$ cat src/rtl/sgn_alu_pkg.sv
package sgn_alu_pkg;

    localparam int ALU_W = 4;
    localparam int OP_W  = 2;
    localparam int N_OPS = 1 << OP_W;

    typedef enum logic [OP_W-1:0] {
        ALU_OP_NOT = 2'b00,
        ALU_OP_ADD = 2'b01,
        ALU_OP_SUB = 2'b10,
        ALU_OP_DBL = 2'b11
    } alu_op_e;

    // Subtract control for the shared adder chain
    function automatic logic op_is_sub(input alu_op_e op);
        return op == ALU_OP_SUB;
    endfunction

endpackage

$ cat src/rtl/sgn_full_adder.sv
module sgn_full_adder (
    input  logic a_i,
    input  logic b_i,
    input  logic c_i,
    output logic s_o,
    output logic c_o
);
    logic half_x;

    assign half_x = a_i ^ b_i;
    assign s_o    = half_x ^ c_i;
    assign c_o    = (a_i & b_i) | (c_i & half_x);

endmodule

$ cat src/rtl/sgn_addsub.sv
module sgn_addsub #(
    parameter int W = sgn_alu_pkg::ALU_W
) (
    input  logic         sub_i,
    input  logic [W-1:0] a_i,
    input  logic [W-1:0] b_i,
    output logic [W-1:0] sum_o,
    output logic         ovf_o
);
    logic [W-1:0] b_eff;
    logic [W:0]   carry;

    assign b_eff    = b_i ^ {W{sub_i}};
    assign carry[0] = sub_i;

    for (genvar i = 0; i < W; i++) begin : g_chain
        sgn_full_adder u_fa (
            .a_i (a_i[i]),
            .b_i (b_eff[i]),
            .c_i (carry[i]),
            .s_o (sum_o[i]),
            .c_o (carry[i+1])
        );
    end

    // Signed overflow from the last two carries; the top carry is otherwise dropped
    assign ovf_o = carry[W] ^ carry[W-1];

    // sign-rule view of overflow must agree with the carry view
    always_comb begin
        a_r5_r6_sign_rule: assert (ovf_o ==
            ((a_i[W-1] == b_eff[W-1]) && (sum_o[W-1] != a_i[W-1])))
            else $error("adder overflow disagrees with sign rule");
    end

endmodule

$ cat src/rtl/sgn_doubler.sv
module sgn_doubler #(
    parameter int W = sgn_alu_pkg::ALU_W
) (
    input  logic [W-1:0] a_i,
    output logic [W-1:0] dbl_o,
    output logic         ovf_o
);
    assign dbl_o = {a_i[W-2:0], 1'b0};
    assign ovf_o = a_i[W-1] ^ a_i[W-2];

    // overflow exactly when the shift changed the sign
    always_comb begin
        a_r7_dbl_sign: assert (ovf_o == (dbl_o[W-1] != a_i[W-1]))
            else $error("doubler overflow disagrees with sign change");
    end

endmodule

$ cat src/rtl/sgn_mux4.sv
module sgn_mux4 #(
    parameter int W = sgn_alu_pkg::ALU_W
) (
    input  logic [1:0]        sel_i,
    input  logic [3:0][W-1:0] din_i,
    output logic [W-1:0]      dout_o
);
    logic [W-1:0] lo_pick;
    logic [W-1:0] hi_pick;

    assign lo_pick = sel_i[0] ? din_i[1] : din_i[0];
    assign hi_pick = sel_i[0] ? din_i[3] : din_i[2];
    assign dout_o  = sel_i[1] ? hi_pick  : lo_pick;

endmodule

$ cat src/rtl/sgn_alu4.sv
module sgn_alu4 #(
    parameter int W = sgn_alu_pkg::ALU_W
) (
    input  logic [1:0]   op_sel,
    input  logic [W-1:0] opnd_a,
    input  logic [W-1:0] opnd_b,
    output logic [W-1:0] result,
    output logic         ovf
);
    import sgn_alu_pkg::*;

    alu_op_e           op;
    logic              sub_ctl;
    logic [W-1:0]      inv_val;
    logic [W-1:0]      as_val;
    logic              as_ovf;
    logic [W-1:0]      dbl_val;
    logic              dbl_ovf;
    logic [3:0][W-1:0] val_bus;
    logic [3:0][0:0]   ovf_bus;

    assign op      = alu_op_e'(op_sel);
    assign sub_ctl = op_is_sub(op);
    assign inv_val = ~opnd_a;

    sgn_addsub #(.W(W)) u_addsub (
        .sub_i (sub_ctl),
        .a_i   (opnd_a),
        .b_i   (opnd_b),
        .sum_o (as_val),
        .ovf_o (as_ovf)
    );

    sgn_doubler #(.W(W)) u_dbl (
        .a_i   (opnd_a),
        .dbl_o (dbl_val),
        .ovf_o (dbl_ovf)
    );

    assign val_bus = {dbl_val, as_val, as_val, inv_val};
    assign ovf_bus = {dbl_ovf, as_ovf, as_ovf, 1'b0};

    sgn_mux4 #(.W(W)) u_val_mux (
        .sel_i  (op_sel),
        .din_i  (val_bus),
        .dout_o (result)
    );

    sgn_mux4 #(.W(1)) u_ovf_mux (
        .sel_i  (op_sel),
        .din_i  (ovf_bus),
        .dout_o (ovf)
    );

    always_comb begin
        if (op == ALU_OP_NOT) begin
            a_r8_no_overflow: assert (!ovf) else $error("overflow on complement");
            a_r1_complement: assert ((result ^ opnd_a) == {W{1'b1}})
                else $error("complement result wrong");
        end
        if (op == ALU_OP_ADD) begin
            a_r2_add_sum: assert (W'(result - opnd_b) == opnd_a)
                else $error("sum result wrong");
        end
        if (op == ALU_OP_SUB) begin
            a_r3_sub_diff: assert (W'(result + opnd_b) == opnd_a)
                else $error("difference result wrong");
        end
        if (op == ALU_OP_DBL) begin
            a_r4_dbl_shift: assert ((result[W-1:1] == opnd_a[W-2:0]) && !result[0])
                else $error("double result wrong");
        end
    end

endmodule

$ cat config.mk
export PLATFORM = sky130hd
export DESIGN_NAME = sgn_alu4
export DESIGN_NICKNAME = d
export VERILOG_FILES = /design/src/rtl/sgn_alu_pkg.sv /design/src/rtl/sgn_full_adder.sv /design/src/rtl/sgn_addsub.sv /design/src/rtl/sgn_doubler.sv /design/src/rtl/sgn_mux4.sv /design/src/rtl/sgn_alu4.sv
export SDC_FILE = /design/constraint.sdc
export NUM_CORES = 1
export LEC_CHECK = 0
export BUFFER_PORTS_ARGS = -buffer_cell sky130_fd_sc_hd__buf_2
export CAP_MARGIN = 20
export CORE_AREA = 2 2 39 41
export DETAILED_ROUTE_END_ITERATION = 8
export DIE_AREA = 0 0 41 43
export PLACE_DENSITY_LB_ADDON = 0.15
export SLEW_MARGIN = 20
export SYNTH_ARGS = -nofsm -noshare
export SYNTH_HDL_FRONTEND = slang
export SYNTH_SLANG_ARGS = --single-unit
$ cat constraint.sdc
create_clock -name vclk -period 3
set_input_delay 0.3 -clock vclk [all_inputs]
set_output_delay 0.3 -clock vclk [all_outputs]
set_load 0.01 [all_outputs]
# Yosys cells after proc, flatten, opt, wreduce, memory -nomap -nowiden
# Index checks and enable logic that the tools add are counted.
dict set report word_totals {
  wordCells 31
  inputBits 10
  out_inout_bits 5
  ff_bits 0
}
dict set report op_classes {
  eq_ne 1
  n_mux 6
  bitwise_logic 24
}
# cell n
set ops {}
lappend ops {{4-bit two-way mux} 3}
lappend ops {{1-bit bitwise XOR} 10}
lappend ops {{1-bit bitwise AND} 8}
lappend ops {{4-bit inverter} 1}
lappend ops {{1-bit bitwise OR} 4}
lappend ops {{4-bit bitwise XOR} 1}
lappend ops {{1-bit two-way mux} 3}
lappend ops {{2-bit equality test (second input constant)} 1}

# Longest topological paths before layout
# Gate-level depths: netlist (run 1).
dict set report depth {
  ltp_word 14
  depth_mapped 9
  depth_no_buf 8
}

# By module
# From an unflattened synthesis (run 1), not the netlist that was laid out.
dict set report hier_totals {
  hier_cells 26
  hier_area_um2 326.6
}
# mod cells_per_inst area_per_inst_um2 seq_area_each_um2 instances
set modules_own_cells {}
lappend modules_own_cells {{sgn_mux4 (u_val_mux)} 4 105.1 0.0 1}
lappend modules_own_cells {sgn_full_adder 1 20.0 0.0 4}
lappend modules_own_cells {sgn_addsub 5 43.8 0.0 1}
lappend modules_own_cells {sgn_doubler 6 42.5 0.0 1}
lappend modules_own_cells {sgn_alu4 6 32.5 0.0 1}
lappend modules_own_cells {{sgn_mux4 (u_ovf_mux)} 1 22.5 0.0 1}

# Worst setup path before layout (run 1)
# OpenSTA, ideal clock, no wires.
dict set report synth_path {
  path_kind {in2out}
  from {input port op_sel[0]}
  to {output port result[3]}
  arrival_time_ns 2.377
  stages 8
  t_required_ns 2.700
  path_slack_ns 0.323
  path_cell_list {nand2b_1 > clkbuf_2 > xnor2_1 > fa_1 > fa_1 > fa_1 > mux2i_1 > a21oi_1}
}
dict set report synth_via {
  elab_chain_cells 12
}
# element line_no
set synth_rtl {}
lappend synth_rtl {{from (decl)} sgn_alu4.sv:4} ;# input logic [1:0] op_sel,
lappend synth_rtl {{2-bit equality test} n/a}
lappend synth_rtl {{4-bit bitwise XOR} sgn_addsub.sv:13} ;# assign b_eff = b_i ^ {W{sub_i}};
lappend synth_rtl {{1-bit bitwise XOR} sgn_full_adder.sv:10} ;# assign half_x = a_i ^ b_i;
lappend synth_rtl {{1-bit bitwise AND} sgn_full_adder.sv:12} ;# assign c_o = (a_i & b_i) | (c_i & half_x);
lappend synth_rtl {{1-bit bitwise OR} sgn_full_adder.sv:12}
lappend synth_rtl {{1-bit bitwise AND} sgn_full_adder.sv:12}
lappend synth_rtl {{1-bit bitwise OR} sgn_full_adder.sv:12}
lappend synth_rtl {{1-bit bitwise AND} sgn_full_adder.sv:12}
lappend synth_rtl {{1-bit bitwise OR} sgn_full_adder.sv:12}
lappend synth_rtl {{1-bit bitwise XOR} sgn_full_adder.sv:11} ;# assign s_o = half_x ^ c_i;
lappend synth_rtl {{4-bit two-way mux, on equally long branches} {sgn_mux4.sv:11, sgn_mux4.sv:12}}
lappend synth_rtl {{4-bit two-way mux *} sgn_mux4.sv:13} ;# assign dout_o = sel_i[1] ? hi_pick : lo_pick;
lappend synth_rtl {{to (decl)} sgn_alu4.sv:7} ;# output logic [W-1:0] result,
# Mark *: on every way between the ends. The rest lies on a longest branch, timed or not.

# Worst setup path in the final report (run 1)
dict set report layout_path {
  from {input port op_sel[0]}
  to {output port ovf}
}
dict set report layout_via {
  elab_chain_cells 14
}
# element line_no
set layout_rtl {}
lappend layout_rtl {{2-bit equality test} n/a}
lappend layout_rtl {{4-bit bitwise XOR} sgn_addsub.sv:13}
lappend layout_rtl {{1-bit bitwise XOR} sgn_full_adder.sv:10}
lappend layout_rtl {{1-bit bitwise AND} sgn_full_adder.sv:12}
lappend layout_rtl {{1-bit bitwise OR} sgn_full_adder.sv:12}
lappend layout_rtl {{1-bit bitwise AND} sgn_full_adder.sv:12}
lappend layout_rtl {{1-bit bitwise OR} sgn_full_adder.sv:12}
lappend layout_rtl {{1-bit bitwise AND} sgn_full_adder.sv:12}
lappend layout_rtl {{1-bit bitwise OR} sgn_full_adder.sv:12}
lappend layout_rtl {{1-bit bitwise AND} sgn_full_adder.sv:12}
lappend layout_rtl {{1-bit bitwise OR} sgn_full_adder.sv:12}
lappend layout_rtl {{1-bit bitwise XOR} sgn_addsub.sv:27} ;# assign ovf_o = carry[W] ^ carry[W-1];
lappend layout_rtl {{1-bit two-way mux, on equally long branches} {sgn_mux4.sv:11, sgn_mux4.sv:12}}
lappend layout_rtl {{1-bit two-way mux *} sgn_mux4.sv:13}
lappend layout_rtl {{to (decl)} sgn_alu4.sv:8} ;# output logic ovf
# Marks and branches as above.

==> key figures, run 1 <==
Outcome
  – Status: finished clean

STA
  – Tcrit/Tclk final: 94.8%
  – Max-slew violation count: 0
  – RSZ-0062 raised after global routing: false
  – Worst slew margin: 86.5%
  – Max frequency: 0.352 GHz
  – Setup Viol. Count Final: 0
  – Fin Setup TNS: 0 ns
  – Min Hold Slack: 0.956 ns
  – Worst-Margin Slew: 0.200 ns
  – Hold Vio Cnt, Final: 0
  – Fin crit period: 2.84 ns

Routing
  – Remaining antenna violation count after routing: 0
  – First-pass detailed-route iteration total: 1
  – WL final: 619 um
  – Vias post-DR: 278
  – Routed wire per std cell: 9.38 um
  – DR iter-0 viols: 0
  – Via/cell ratio: 4.21
  – DRC: 0

Power and ir drop
  – Clk pwr share: 0%
  – P_sw: 41.5 uW
  – Comb pwr share: 100.0%
  – Sequential power share: 0%
  – Final Total Pwr: 83.6 uW
  – PD cells: 224 mW/mm2
  – Leakage: 0.000173 uW
  – Switching part of the total power: 49.7%
  – Max IR drop VDD: 0.0869 mV
  – P_int: 42.0 uW

CTS
  – Post-CTS Resized: 0
  – Setup Buffers After CTS: 0
  – Post-CTS Hold Fix Bufs: 0

Logic synthesis
  – Mapped cell area: 279 um2
  – Syn nets: 48
  – Sequential share of the synthesized area: 0%
  – Syn. warnings: 0
  – Gate Count Post-Synth: 35
  – Average instance area after synthesis: 7.97 um2
  – Unique cell type count in the Yosys netlist: 20

Floorplan
  – # rows: 14
  – Die X: 41 um
  – Initial Util: 20.2%
  – I/O Pins: 15
  – Core Box Area: 0.00138 mm2
  – Die Ht: 43 um
  – Die area: 0.00176 mm2

GRT
  – Largest net degree at the start of global routing: 12
  – Initial antenna violation count: 0
  – Global-route wire length before repair: 938 um
  – Total GRT Usage: 7.21%
  – Number of global-route vias before repair: 238
  – Grt ovf: 0

Critical path
  – Worst Path Arrival: 2.54 ns
  – Crit path kind: input pin to output port
  – Crit path capture type: output port
  – CP startpoint kind: input pin
  – CP required: 2.70 ns
  – Crit-path max FO: 3

Layout
  – Synth-to-layout area growth: 33.6%
  – Clk_buf instances: 0
  – Final nets: 65
  – Post-layout util: 26.9%
  – Ant diodes: 0
  – FF+latch count: 0
  – Layout cells sized above 1: 40.0%
  – FF+latch area: 0 um2

Placed design
  – DP Wirelength: 529 um
  – Port bufs: 15
  – Routability congestion estimate: 0.588

Flow run
  – Max-cap viol count: 0

Hold path
  – Hold Crit Class: input pin to output port
  – Hold path cells: 4
power by group through the flow:
| stage | sequential (uW) | combinational [uW] | clock, uW |
|---|---|---|---|
| floorplan | 0 | 58.2 | 0 |
| global placement | 0 | 86.2 | 0 |
| detailed placement | 0 | 85.8 | 0 |
| CTS | 0 | 86.1 | 0 |
| global route | 0 | 94.7 | 0 |
| finish | 0 | 83.6 | 0 |
per-stage QoR:
stage          cell area (um2)  worst slack (ns)  std cells
2_1_floorplan              279             0.323         35
3_3_place_gp               373             0.147         66
3_5_place_dp               373             0.142         66
4_1_cts                    373             0.133         66
5_1_grt                    373            0.0349         66
6_report                   373             0.157         66
Yosys cell counts:
master	count	share of area, %
a31oi_1	1	2.2
nor3_1	1	1.8
o21ai_1	2	3.6
a21oi_1	2	3.6
inv_1	1	1.3
o21ai_0	1	1.8
mux2_2	1	4.0
fa_1	3	22
clkbuf_2	1	1.8
nand2_1	4	5.4
mux2i_1	3	11
a211oi_2	1	4.5
xnor2_1	5	16
o21a_1	1	2.7
xor2_1	1	3.1
buf_4	1	2.7
buf_6	1	4.0
nor2_1	3	4.0
o2bb2ai_1	1	3.1
nand2b_1	1	2.2
routing by layer:
| metal | wire length, um | track usage [%] | vias to the layer above | part of all wire, % |
|---|---|---|---|---|
| li1 | - | - | 148 | - |
| met1 | 283 | 9.90 | 121 | 46 |
| met2 | 294 | 12.8 | 9 | 47 |
| met3 | 41 | 0 | 0 | 6.6 |
| met4 | 0 | 0 | 0 | 0 |
| met5 | 0 | 0 | - | 0 |
cell usage in the layout, fill, tap and decap left out:
cell        n
a21oi_1     2
o21ai_1     2
nand2b_1    1
o21a_1      1
inv_1       1
a31oi_1     1
nand2_1     4
mux2_2      1
o2bb2ai_1   1
nor3_1      1
xnor2_1     5
o21ai_0     1
xor2_1      1
nor2_1      3
fa_1        3
buf_2      15
mux2i_1     3
buf_4       3
a211oi_2    1
area by class of cell:
class,count,area [um2]
timing repair buffer,18,97.6
tap,16,20.0
inverter,1,3.75
multi-input combinational,31,251
fill,181,1010
cells by family after synthesis:
kind of cell               count (synthesis)  synth area share, %
adders and majority gates                  3                 21.5
and+or+nand+nor                            9                 13.5
xor gates and xnor gates                   6                 18.8
AOI/OAI and AO/OA                          9                 21.5
muxes                                      4                 14.8
buffers and inverters                      4                 9.86
path summary, 6_finish.rpt:
kind	start	to	slack, ns
max	op_sel[0]	ovf	0.16
min	opnd_a[0]	result[1]	0.96
worst max-delay path, cell delays in order:
cell and delay, ns:
buf_2 0.10, nand2b_1 0.18, xnor2_1 0.16, fa_1 0.40, fa_1 0.43, fa_1 0.42, xnor2_1 0.15, mux2i_1 0.12
o2bb2ai_1 0.12, buf_2 0.14
No activity file was read; power rests on OpenSTA's default activity.
==> run 2, diff against run 1 <==
--- a/config.mk
+++ b/config.mk
@@ -10,7 +10,7 @@
 export CORE_AREA = 2 2 39 41
 export DETAILED_ROUTE_END_ITERATION = 8
 export DIE_AREA = 0 0 41 43
-export PLACE_DENSITY_LB_ADDON = 0.15
+export PLACE_DENSITY = 0.44
 export SLEW_MARGIN = 20
 export SYNTH_ARGS = -nofsm -noshare
 export SYNTH_HDL_FRONTEND = slang
==> run 2 against run 1 <==
  * Utilization increased by 0.18 points
  * Combinational power increased by 3.3%
  * Wire length increased by 3.7%
  * Non-clock buffer count unchanged
  * Sequential share of layout area unchanged
  * Via count unchanged
  * Largest cell class unchanged
  * Highest routed layer unchanged
==> key figures, run 2 (synthesis gave the netlist of run 1 again) <==
Outcome
  – Status: finished clean (unchanged)

GRT
  – Grt ovf: 0 (unchanged)
  – Total GRT Usage: 7.93% (was 7.21%)
  – Number of global-route vias before repair: 230 (was 238)
  – Global-route wire length before repair: 1020 um (was 938 um)
  – Initial antenna violation count: 0 (unchanged)
  – Largest net degree at the start of global routing: 12 (unchanged)

Hold path
  – Hold path cells: 4 (unchanged)
  – Hold Crit Class: input pin to output port (unchanged)

STA
  – RSZ-0062 raised after global routing: false (unchanged)
  – Tcrit/Tclk final: 93.0% (was 94.8%)
  – Hold Vio Cnt, Final: 0 (unchanged)
  – Worst slew margin: 84.0% (was 86.5%)
  – Fin crit period: 2.79 ns (was 2.84 ns)
  – Worst-Margin Slew: 0.239 ns (was 0.200 ns)
  – Max frequency: 0.358 GHz (was 0.352 GHz)
  – Min Hold Slack: 0.953 ns (was 0.956 ns)
  – Setup Viol. Count Final: 0 (unchanged)
  – Max-slew violation count: 0 (unchanged)
  – Fin Setup TNS: 0 ns (unchanged)

Routing
  – Remaining antenna violation count after routing: 0 (unchanged)
  – First-pass detailed-route iteration total: 4 (was 1)
  – Vias post-DR: 278 (unchanged)
  – DRC: 0 (unchanged)
  – Via/cell ratio: 4.21 (unchanged)
  – WL final: 642 um (was 619 um)
  – DR iter-0 viols: 6 (was 0)
  – Routed wire per std cell: 9.73 um (was 9.38 um)

Critical path
  – Slowest-stage cell, CP: fa_1 (unchanged)
  – Critical path depth in cells: 10 (unchanged)
  – Crit-path max FO: 3 (unchanged)
  – CP required: 2.70 ns (about the same)
  – Crit path capture type: output port (unchanged)
  – Worst path top cell family by delay: adder cells (unchanged)
  – Worst Path Arrival: 2.49 ns (was 2.54 ns)
  – Crit path buf inv count: 2 (unchanged)
  – Critical Path Max Stage Delay: 0.42 ns (was 0.43 ns)
  – CP startpoint kind: input pin (unchanged)
  – Cells along the critical path: buf_2, nand2b_1, xnor2_1, fa_1, fa_2, fa_1, xnor2_1, mux2i_1, o2bb2ai_1, buf_2 (was buf_2, nand2b_1, xnor2_1, fa_1, fa_1, fa_1, xnor2_1, mux2i_1, o2bb2ai_1, buf_2)
  – Crit path kind: input pin to output port (unchanged)

Floorplan
  – Core Box Area: 0.00138 mm2 (unchanged)
  – Die area: 0.00176 mm2 (unchanged)
  – Initial Util: 20.2% (unchanged)
  – I/O Pins: 15 (unchanged)
  – # rows: 14 (unchanged)
  – Die Ht: 43 um (unchanged)
  – Die X: 41 um (unchanged)

Layout
  – FF+latch area: 0 um2 (unchanged)
  – Fillers: 163 (was 181)
  – Ant diodes: 0 (unchanged)
  – Synth-to-layout area growth: 34.5% (was 33.6%)
  – Most common cell after layout, fill and taps aside: buf_2 (unchanged)
  – Final instance area: 375 um2 (was 373 um2)
  – Final nets: 65 (unchanged)
  – Most frequent cells in the layout: buf_2, xnor2_1, nand2_1 (unchanged)
  – Clk_buf instances: 0 (unchanged)
  – Layout cells sized above 1: 42.0% (was 40.0%)
  – FF+latch count: 0 (unchanged)

Power and ir drop
  – Sequential power share: 0% (about the same)
  – P_int: 43.3 uW (was 42.0 uW)
  – P_sw: 43.1 uW (was 41.5 uW)
  – PD cells: 230 mW/mm2 (was 224 mW/mm2)
  – Final Total Pwr: 86.4 uW (was 83.6 uW)
  – Leakage: 0.000172 uW (was 0.000173 uW)
  – Clk pwr share: 0% (about the same)
  – Max IR drop VDD: 0.0754 mV (was 0.0869 mV)
  – Comb pwr share: 100.0% (about the same)
  – Switching part of the total power: 49.8% (was 49.7%)

Placed design
  – Routability congestion estimate: 0.590 (was 0.588)
  – Port bufs: 15 (unchanged)
  – Area after DPL: 373 um2 (unchanged)
  – DP Wirelength: 561 um (was 529 um)

Flow run
  – Max-cap viol count: 0 (unchanged)

CTS
  – Post-CTS Hold Fix Bufs: 0 (unchanged)
[run 2: cell counts in the layout (fill, tap and decap cells not counted)]
No cell type changed its count.
[run 2: final timing paths]
path       from   endpoint  slack, ns
min   opnd_a[0]  result[1]       0.95
max   op_sel[0]        ovf       0.21
[run 2: metrics by stage]
step	util, %	instances	setup WS, ns
final	27.1	66	0.210
after global routing	27.1	66	0.0389
after CTS	26.9	66	0.113
after detailed placement	26.9	66	0.121
after global placement	26.9	66	0.159
after floorplan	-	35	0.323
[run 2: area by class of cell]
| class | instances | area [um2] | area share [%] |
|---|---|---|---|
| Inverter | 1 | 3.75 | 1.00 |
| Timing Repair Buffer | 18 | 97.6 | 26.0 |
| Multi-Input combinational cell | 31 | 254 | 67.7 |
| Tap cell | 16 | 20.0 | 5.33 |
[run 2: power groups by stage]
stage          Clock, uW  Sequential, uW  Combinational [uW]
2_1_floorplan          0               0                58.2
3_3_place_gp           0               0                85.1
3_5_place_dp           0               0                87.2
4_1_cts                0               0                87.4
5_1_grt                0               0                99.9
6_report               0               0                86.4
[run 2: layer usage]
layer,global-route usage (%),vias up,part of all wire (%)
met4,0,0,0
met3,0.524,0,9.2
met5,0,-,0
li1,-,148,-
met2,14.7,14,48
met1,9.97,116,42
[run 2: repair_timing]
item,in CTS,in global routing
endpoints found under the setup margin,0,1
gates resized for setup,0,1
buffers inserted,0,0
==> run 3, diff against run 2 <==
==> constraint.sdc (replaced) <==
create_clock -name vclk -period 3
set_input_delay 0.6 -clock vclk [all_inputs]
set_output_delay 0.6 -clock vclk [all_outputs]
set_load 0.01 [all_outputs]
==> run 3 against run 2 <==
  * The run now ends with setup timing left
  * Combinational power rose by 25%
  * Wire length rose by 4.0%
  * Non-clock buffer count rose by 5
  * Critical path type unchanged
  * Critical endpoint unchanged
  * Highest routed layer unchanged
==> key figures, run 3 (synthesis gave the netlist of run 1 again) <==
Outcome
  – Status: complete, but fails checks (was finished clean)
  – Failing checks: setup timing

GRT
  – Largest net degree at the start of global routing: 12 (unchanged)
  – Total GRT Usage: 8.26% (was 7.93%)
  – Grt ovf: 0 (unchanged)
  – Global-route wire length before repair: 1090 um (was 1020 um)
  – Initial antenna violation count: 0 (unchanged)
  – Number of global-route vias before repair: 270 (was 230)

Critical path
  – Worst Path Arrival: 2.65 ns (was 2.49 ns)
  – Most frequent CP cell: fa_2
  – CP startpoint kind: input pin (unchanged)
  – Crit-path max FO: 3 (unchanged)
  – Worst path top cell family by delay: adder cells (unchanged)
  – Cells along the critical path: buf_6, nand2b_4, xnor2_4, fa_2, fa_2, fa_2, xnor2_2, mux2i_1, o2bb2ai_2, buf_2 (was buf_2, nand2b_1, xnor2_1, fa_1, fa_2, fa_1, xnor2_1, mux2i_1, o2bb2ai_1, buf_2)
  – Crit path capture type: output port (unchanged)
  – Crit path kind: input pin to output port (unchanged)
  – CP required: 2.40 ns (was 2.70 ns)
  – Slowest-stage cell, CP: fa_2 (was fa_1)
  – Crit path buf inv count: 2 (unchanged)
  – Critical Path Max Stage Delay: 0.38 ns (was 0.42 ns)

Placed design
  – Placed cell count: 70 (was 66)
  – Pre-CTS setup slack: -0.259 ns (was 0.121 ns)
  – Port bufs: 15 (unchanged)
  – Area after DPL: 454 um2 (was 373 um2)
  – DP Wirelength: 570 um (was 561 um)
  – Routability congestion estimate: 0.641 (was 0.590)

Layout
  – Clk_buf instances: 0 (unchanged)
  – Final nets: 70 (was 65)
  – Ant diodes: 0 (unchanged)
  – Synth-to-layout area growth: 67.7% (was 34.5%)
  – FF+latch area: 0 um2 (unchanged)
  – FF+latch count: 0 (unchanged)
  – Final instance area: 468 um2 (was 375 um2)
  – Most frequent cells in the layout: buf_2, buf_4, nand2_1 (was buf_2, xnor2_1, nand2_1)
  – Most common cell after layout, fill and taps aside: buf_2 (unchanged)
  – Layout cells sized above 1: 60.0% (was 42.0%)
  – Post-Layout Cell Count: 71 (was 66)

Floorplan
  – Initial Util: 20.2% (unchanged)
  – Die area: 0.00176 mm2 (unchanged)
  – Core Box Area: 0.00138 mm2 (unchanged)
  – Die Ht: 43 um (unchanged)
  – # rows: 14 (unchanged)
  – Die X: 41 um (unchanged)
  – I/O Pins: 15 (unchanged)

Power and ir drop
  – Leakage: 0.000218 uW (was 0.000172 uW)
  – Max IR drop VDD: 0.0834 mV (was 0.0754 mV)
  – P_sw: 50.0 uW (was 43.1 uW)
  – Sequential power share: 0% (about the same)
  – P_int: 57.8 uW (was 43.3 uW)
  – Comb pwr share: 100.0% (about the same)
  – Switching part of the total power: 46.4% (was 49.8%)
  – PD cells: 230 mW/mm2 (about the same)
  – Clk pwr share: 0% (about the same)

Routing
  – Routed wire per std cell: 9.41 um (was 9.73 um)
  – DR iter-0 viols: 1 (was 6)
  – WL final: 668 um (was 642 um)
  – Vias post-DR: 304 (was 278)
  – DRC: 0 (unchanged)
  – Remaining antenna violation count after routing: 0 (unchanged)
  – First-pass detailed-route iteration total: 4 (unchanged)
  – Via/cell ratio: 4.28 (was 4.21)

STA
  – Fin crit period: 3.25 ns (was 2.79 ns)
  – RSZ-0062 raised after global routing: true (was false)
  – Worst-Margin Slew: 0.209 ns (was 0.239 ns)
  – Fin Setup TNS: -0.456 ns (was 0 ns)
  – Max-slew violation count: 0 (unchanged)
  – Setup Viol. Count Final: 2 (was 0)
  – Min Hold Slack: 1.64 ns (was 0.953 ns)
  – Setup WS post-layout: -0.247 ns (was 0.210 ns)
  – Worst slew margin: 85.9% (was 84.0%)
  – Tcrit/Tclk final: 108% (was 93.0%)
  – Max frequency: 0.308 GHz (was 0.358 GHz)
  – Hold Vio Cnt, Final: 0 (unchanged)

Hold path
  – Min-delay src: opnd_a[0] (unchanged)
  – Hold endpoint: result[1] (unchanged)
  – Hold path cells: 5 (was 4)
  – Hold Crit Class: input pin to output port (unchanged)

Flow run
  – Max-cap viol count: 0 (unchanged)

CTS
  – Post-CTS Hold Fix Bufs: 0 (unchanged)
## run 3: what timing repair did
item,CTS,global route
setup endpoints to repair,2,2
pin swaps,2,1
resized for setup,1,0
buffers inserted,0,1
## run 3: through the flow
step	total power, uW	util [%]
5_1_grt	118	33.8
2_1_floorplan	73.4	-
3_5_place_dp	107	32.8
6_report	108	33.8
3_3_place_gp	107	32.8
4_1_cts	109	33.3
## run 3: power groups by stage
stage	logic, uW	registers (uW)	clock network (uW)
2_1_floorplan	73.4	0	0
3_3_place_gp	107	0	0
3_5_place_dp	107	0	0
4_1_cts	109	0	0
5_1_grt	118	0	0
6_report	108	0	0
## run 3: worst max path at each step
stage                    from  endpoint  depth (start not counted)
floorplan           op_sel[0]       ovf                          9
global placement    op_sel[0]       ovf                         10
detailed placement  op_sel[0]       ovf                         10
CTS                 op_sel[0]       ovf                         10
global route        op_sel[0]       ovf                         10
finish              op_sel[0]       ovf                         10
## run 3: routing by layer
layer	wire length, um	global-route usage, %
met1	308	13.3
met2	310	12.8
met3	49	0
met4	0	0
met5	0	0
## run 3: cell type report
class / instances / area (um2)
Multi-Input combinational cell: 31 / 303
Tap cell: 16 / 20.0
Fill cell: 152 / 916
Timing Repair Buffer: 23 / 141
Inverter: 1 / 3.75
